==> src/rtl/flash_page_fetch.sv <==
module flash_page_fetch #(
  parameter int PAGE_W      = 16,
  parameter int MAIN_BYTES  = 512,
  parameter int SPARE_BYTES = 16,
  parameter int INIT_WAIT   = 2000,
  parameter int BYTE_CYC    = 10,
  parameter int RB_TIMEOUT  = 4096,
  parameter int REMAP_N     = 4
) (
  input  logic                          clk,
  input  logic                          rst_n,
  input  logic                          req_valid,
  input  logic [PAGE_W-1:0]             req_page,
  output logic                          cpu_ready,
  input  logic                          map_we,
  input  logic [$clog2(REMAP_N)-1:0]    map_sel,
  input  logic                          map_en,
  input  logic [PAGE_W-6:0]             map_bad,
  input  logic [PAGE_W-6:0]             map_good,
  output logic                          fl_cmd,
  output logic [PAGE_W-1:0]             fl_addr,
  input  logic                          fl_rb,
  output logic                          fl_rd,
  input  logic [7:0]                    fl_data,
  output logic                          lb_we,
  output logic [$clog2(MAIN_BYTES)-1:0] lb_addr,
  output logic [7:0]                    lb_data,
  output logic                          done,
  output logic                          err,
  output logic [1:0]                    pri,
  output logic                          pf_valid,
  output logic [15:0]                   pf_page
);
  localparam int PIB_W   = 5;
  localparam int BLK_W   = PAGE_W - PIB_W;
  localparam int TOTAL   = MAIN_BYTES + SPARE_BYTES;
  localparam int IDX_W   = $clog2(TOTAL + 1);
  localparam int LB_W    = $clog2(MAIN_BYTES);
  localparam int M1      = (INIT_WAIT > BYTE_CYC) ? INIT_WAIT : BYTE_CYC;
  localparam int CNT_MAX = (M1 > RB_TIMEOUT) ? M1 : RB_TIMEOUT;
  localparam int CNT_W   = $clog2(CNT_MAX + 1);

  typedef enum logic [1:0] {S_IDLE, S_INIT, S_RB, S_XFER} st_t;
  st_t st;

  logic [CNT_W-1:0] cnt;
  logic [IDX_W-1:0] idx;

  logic [REMAP_N-1:0] m_vld;
  logic [BLK_W-1:0]   m_bad  [REMAP_N];
  logic [BLK_W-1:0]   m_good [REMAP_N];
  logic [REMAP_N-1:0] hit;
  logic [BLK_W-1:0]   req_blk, phys_blk;

  assign req_blk = req_page[PAGE_W-1:PIB_W];

  for (genvar g = 0; g < REMAP_N; g++) begin : g_hit
    assign hit[g] = m_vld[g] && (m_bad[g] == req_blk);
  end

  always_comb begin
    phys_blk = req_blk;
    for (int i = REMAP_N - 1; i >= 0; i--)
      if (hit[i]) phys_blk = m_good[i];
  end

  always_ff @(posedge clk) begin
    if (!rst_n) begin
      m_vld <= '0;
      for (int i = 0; i < REMAP_N; i++) begin
        m_bad[i]  <= '0;
        m_good[i] <= '0;
      end
    end else if (map_we) begin
      m_vld[map_sel]  <= map_en;
      m_bad[map_sel]  <= map_bad;
      m_good[map_sel] <= map_good;
    end
  end

  assign cpu_ready = (st == S_IDLE);
  assign fl_rd     = (st == S_XFER) && (cnt == CNT_W'(BYTE_CYC - 1));

  always_ff @(posedge clk) begin
    if (!rst_n) begin
      st       <= S_IDLE;
      cnt      <= '0;
      idx      <= '0;
      fl_cmd   <= 1'b0;
      fl_addr  <= '0;
      lb_we    <= 1'b0;
      lb_addr  <= '0;
      lb_data  <= '0;
      done     <= 1'b0;
      err      <= 1'b0;
      pri      <= '0;
      pf_valid <= 1'b0;
      pf_page  <= '0;
    end else begin
      fl_cmd <= 1'b0;
      lb_we  <= 1'b0;
      done   <= 1'b0;
      err    <= 1'b0;
      unique case (st)
        S_IDLE: if (req_valid) begin
          st      <= S_INIT;
          cnt     <= '0;
          idx     <= '0;
          fl_cmd  <= 1'b1;
          fl_addr <= {phys_blk, req_page[PIB_W-1:0]};
        end
        S_INIT: if (cnt == CNT_W'(INIT_WAIT - 1)) begin
          st  <= S_RB;
          cnt <= '0;
        end else cnt <= cnt + CNT_W'(1);
        S_RB: if (fl_rb) begin
          st  <= S_XFER;
          cnt <= '0;
        end else if (cnt == CNT_W'(RB_TIMEOUT - 1)) begin
          st  <= S_IDLE;
          err <= 1'b1;
        end else cnt <= cnt + CNT_W'(1);
        S_XFER: if (fl_rd) begin
          cnt <= '0;
          idx <= idx + IDX_W'(1);
          if (idx < IDX_W'(MAIN_BYTES)) begin
            lb_we   <= 1'b1;
            lb_addr <= idx[LB_W-1:0];
            lb_data <= fl_data;
          end
          if (idx == IDX_W'(MAIN_BYTES)) begin
            pri      <= fl_data[1:0];
            pf_valid <= fl_data[7];
          end
          if (idx == IDX_W'(MAIN_BYTES + 1)) pf_page[15:8] <= fl_data;
          if (idx == IDX_W'(MAIN_BYTES + 2)) pf_page[7:0]  <= fl_data;
          if (idx == IDX_W'(TOTAL - 1)) begin
            st   <= S_IDLE;
            done <= 1'b1;
          end
        end else cnt <= cnt + CNT_W'(1);
        default: st <= S_IDLE;
      endcase
    end
  end
endmodule

==> config.mk <==
export PLATFORM = sky130hd
export DESIGN_NAME = flash_page_fetch
export DESIGN_NICKNAME = d
export VERILOG_FILES = /design/src/rtl/flash_page_fetch.sv
export SDC_FILE = /design/constraint.sdc
export NUM_CORES = 1
export LEC_CHECK = 0
export CAP_MARGIN = 20
export CORE_MARGIN = 2
export CORE_UTILIZATION = 56
export CTS_BUF_LIST = sky130_fd_sc_hd__clkbuf_4
export CTS_CLUSTER_SIZE = 14
export DETAILED_ROUTE_END_ITERATION = 6
export PLACE_DENSITY = 0.91
export RECOVER_POWER = 25
export SLEW_MARGIN = 20
export SYNTH_ARGS = -nofsm -noshare
export SYNTH_HDL_FRONTEND = slang
export SYNTH_SLANG_ARGS = --single-unit
==> constraint.sdc <==
create_clock -name clk -period 2.4 [get_ports clk]
set_clock_uncertainty 0.1 [all_clocks]
set_input_delay 0.48 -clock clk [delete_from_list [all_inputs] [get_ports clk]]
set_output_delay 0.48 -clock clk [all_outputs]
set_load 0.01 [all_outputs]
==> out/qor.log <==
[run_status] status complete, but fails checks
[run_status] violations in the final reports negative setup slack
[power] Leak 3.609 nW
[worst_setup_path] data arrival time of the critical path 2.77 ns
[layout] fillers 903
[global_route] pin count of the biggest net entering global routing 40
[worst_setup_path] kind of start point of the critical path primary input
[worst_setup_path] category of the worst setup path capture point flip-flop
[layout] # diodes 0
[floorplanning] standard-cell row count 42
[synthesis] register area share after synthesis 57.11%
[detailed_routing] remaining routing DRC violations 0
[detailed_routing] routed vias 6,096
[power] Pwr Total 5.810 mW
[layout] commonest non-fill, non-tap cell in the layout nand2_1
[detailed_routing] Post-DRT Antenna Nets 0
[synthesis] combinational family with the most area after synthesis simple AND/OR/NAND/NOR gates
[clock_network] H-tree depth 4
[floorplanning] Horiz. Die Dim 120.6 um
[worst_setup_path] crit path max fanout 20
[global_route] wire length of the first global-routing pass 30,340 um
[synthesis] number of synthesized register bits 173
[layout] ratio of cells with drive above 1 in the final layout 12.30%
[floorplanning] Top Ports 112
[clock_network] CTS tree yes
[timing] unrepaired setup endpoints after global routing yes
[synthesis] Async S/R FF share, synth 0%
[floorplanning] initial cell density of the core 57.45%
[detailed_routing] average vias per placed instance 5.567
[clock_network] TritonCTS sink count 173
[clock_network] CTS Buffer Depth 2
[floorplanning] Die Outline Area 14,530 um^2
[synthesis] number of synthesized flops with an enable pin 88
[detailed_routing] Total Wirelength 19,210 um
[clock_network] number of CTS-inserted buffers 17
[power] total power density per cell area 607.2 nW/um^2
[synthesis] Post-Synth Adder-Cell Area 1.151%
[placement] DP Worst Slack -0.5988 ns
[timing] final number of hold-violating endpoints 0
[power] design internal power 4.347 mW
[power] Clk pwr share 30.6%
[clock_network] number of buffers inserted by hold repair at cts 0
[synthesis] Synth Flop Type edfxtp_1
[worst_setup_path] worst path required time 2.77 ns
[global_route] all-layer global routing usage 27.14%
[clock_network] clock transition time at the flip-flop clock pins of the worst setup and hold paths 0.15 ns
[synthesis] xor/xnor share of the synthesized area 7.253%
[synthesis] Synth Area in Simple Gates 19.62%
[worst_setup_path] critical path class primary input to flip-flop
[synthesis] distinct cell type count of the synthesized netlist 50
[power] switching power of the nets 1.462 mW
[timing] slew of the pin with the lowest slew margin 0.8068 ns
[placement] global placer's final weighted congestion 0.8943
[layout] number of nets in the layout 967
[power] share of total power in combinational logic 11.8%
[global_route] initial antenna violation count 0
[floorplanning] Floorplan Core Area 13,240 um^2
[synthesis] number of standard cells after synthesis 760
[synthesis] number of warning messages in the yosys log 0
[synthesis] post-synthesis cell area 7607 um^2
[placement] IO Port Bufs 111
[flow_run] Maximum Capacitance Violations 0
[synthesis] compound-cell area share of the yosys netlist 8.536%
[placement] hpwl dp 12,830 um
[clock_network] CTS root buf clkbuf_4
[timing] slew margin rel. 46.21%
[synthesis] average instance area after synthesis 10.01 um^2
[synthesis] syn nets 821
[timing] post-layout minimum cycle time 2.406 ns
[timing] number of setup violations in the final report 1
[layout] Syn-to-layout area delta 25.77%
[timing] achievable clock frequency 415.7 MHz
[layout] most used cells in the layout excluding fill and tap cells nand2_1, nor2_1, clkdlybuf4s50_1
[detailed_routing] first-pass iteration count of the detailed router 5
[detailed_routing] detailed-route wire length per cell 17.54 um
[floorplanning] Die Y 120.6 um
[detailed_routing] number of DRC violations after detailed-routing iteration 0 680
[timing] max-slew violation total from the final report 0
[global_route] number of global-route vias before repair 6,135
[clock_network] clock latency reported for the late side of the worst-skew pair 0.56 ns
[power] fraction of power consumed by sequential logic 57.6%
[power] Sw Ratio 25.17%
[synthesis] proportion of synthesized area in mux cells 1.974%
[timing] Hold WS 0.3600 ns
[timing] part of the cycle the worst path needs 100.2%
[min_path] hold crit path type flip-flop to flip-flop
[timing] worst setup margin -0.005635 ns
[power] peak ir drop on the vdd network 0.5011 mV
[global_route] overflow left after global routing 0
cell type report:
cell class | count | area (um^2) | area share [%]
Clock buffer | 19 | 142.6 | 1.491
Clock inverter | 13 | 161.4 | 1.687
Inverter | 29 | 108.9 | 1.138
Multi-Input combinational cell | 512 | 3018 | 31.54
Sequential cell | 173 | 4347 | 45.43
Tap cell | 176 | 220.2 | 2.302
Timing Repair Buffer | 173 | 1570 | 16.41
per-stage QoR:
step	area, um^2	util (%)	setup TNS, ns	std cells
after floorplan	7607	-	0	760
after global placement	9209	69.54	-5.720	1060
after detailed placement	9209	69.54	-6.281	1060
after CTS	9585	72.38	0	1095
after global routing	9568	72.25	-0.2915	1095
final	9568	72.25	-0.005635	1095
registers in the layout (all words and copies together), names as in the netlist, 2 cells and up:
signal   cells
fl_addr     16
st           2
m_good      44
pf_page     16
lb_data      8
cnt         13
idx         10
m_bad       44
lb_addr      9
pri          2
m_vld        4
cells in the mapped netlist (3+ instances only):
cell,count,area (um^2)
buf_2,16,80.08
a22o_1,5,43.79
a211o_1,11,96.34
a211oi_1,9,67.56
nor4_1,4,25.02
ha_1,7,87.58
mux2i_1,15,150.1
inv_1,29,108.9
xnor2_1,48,420.4
a21oi_1,55,275.3
nand3_1,29,145.1
clkbuf_1,24,90.09
xor2_1,15,131.4
dfxtp_1,85,1702
buf_6,4,45.04
nor2_1,110,412.9
nand4_1,20,125.1
nor3_1,3,15.01
edfxtp_1,88,2643
and2_1,4,25.02
o211ai_1,6,45.04
or3_1,4,25.02
and3_1,7,43.79
nand3b_1,3,22.52
a2111oi_0,3,26.28
nand2_1,122,457.9
power by group through the flow:
stage               clock network (mW)  registers, mW  logic (mW)
detailed placement                   0           3.41       0.674
CTS                               1.79           3.34       0.691
global route                      1.91           3.36       0.741
finish                            1.78           3.35       0.687
global placement                     0           3.40       0.659
floorplan                            0           3.40       0.333
critical path, stage by stage:
cell             delay, ns
clkdlybuf4s50_1       0.50
xnor2_1               0.32
nand4_1               0.16
or4_4                 0.69
buf_4                 0.21
nand3_1               0.09
a21oi_1               0.09
a211o_1               0.23
worst paths after layout:
path	start	end	slack (ns)	depth (start not counted)
worst max-delay path	req_page[15]	fl_addr[11]	-0.006	8
worst min-delay path	pf_page[8]	pf_page[8]	0.36	2
worst max register to register	m_bad[3][3]	fl_addr[10]	0.04	7
worst min register to register	pf_page[8]	pf_page[8]	0.36	2
repair_timing:
action,CTS,global route
buffers inserted,3,0
endpoints found under the setup margin,3,18
resized for setup,17,10
pin swaps,0,1
gates cloned,0,0
metal layers:
layer	up-vias	routed length [um]	track usage [%]
li1	2895	-	-
met1	2877	7656	33.62
met5	-	0	0
met3	42	1470	5.849
met4	0	355	8.866
met2	282	9728	47.25
kinds of logic (layout without fill, tap and decap cells):
| logic type | Yosys count | in the layout |
|---|---|---|
| muxes | 15 | 15 |
| buffers and inverters | 75 | 234 |
| DFF | 173 | 173 |
| xor gates and xnor gates | 63 | 63 |
| AOI/OAI and AO/OA | 101 | 101 |
| and+or+nand+nor | 326 | 326 |
| adders and majority gates | 7 | 7 |
(Power assumes the default switching activity.)
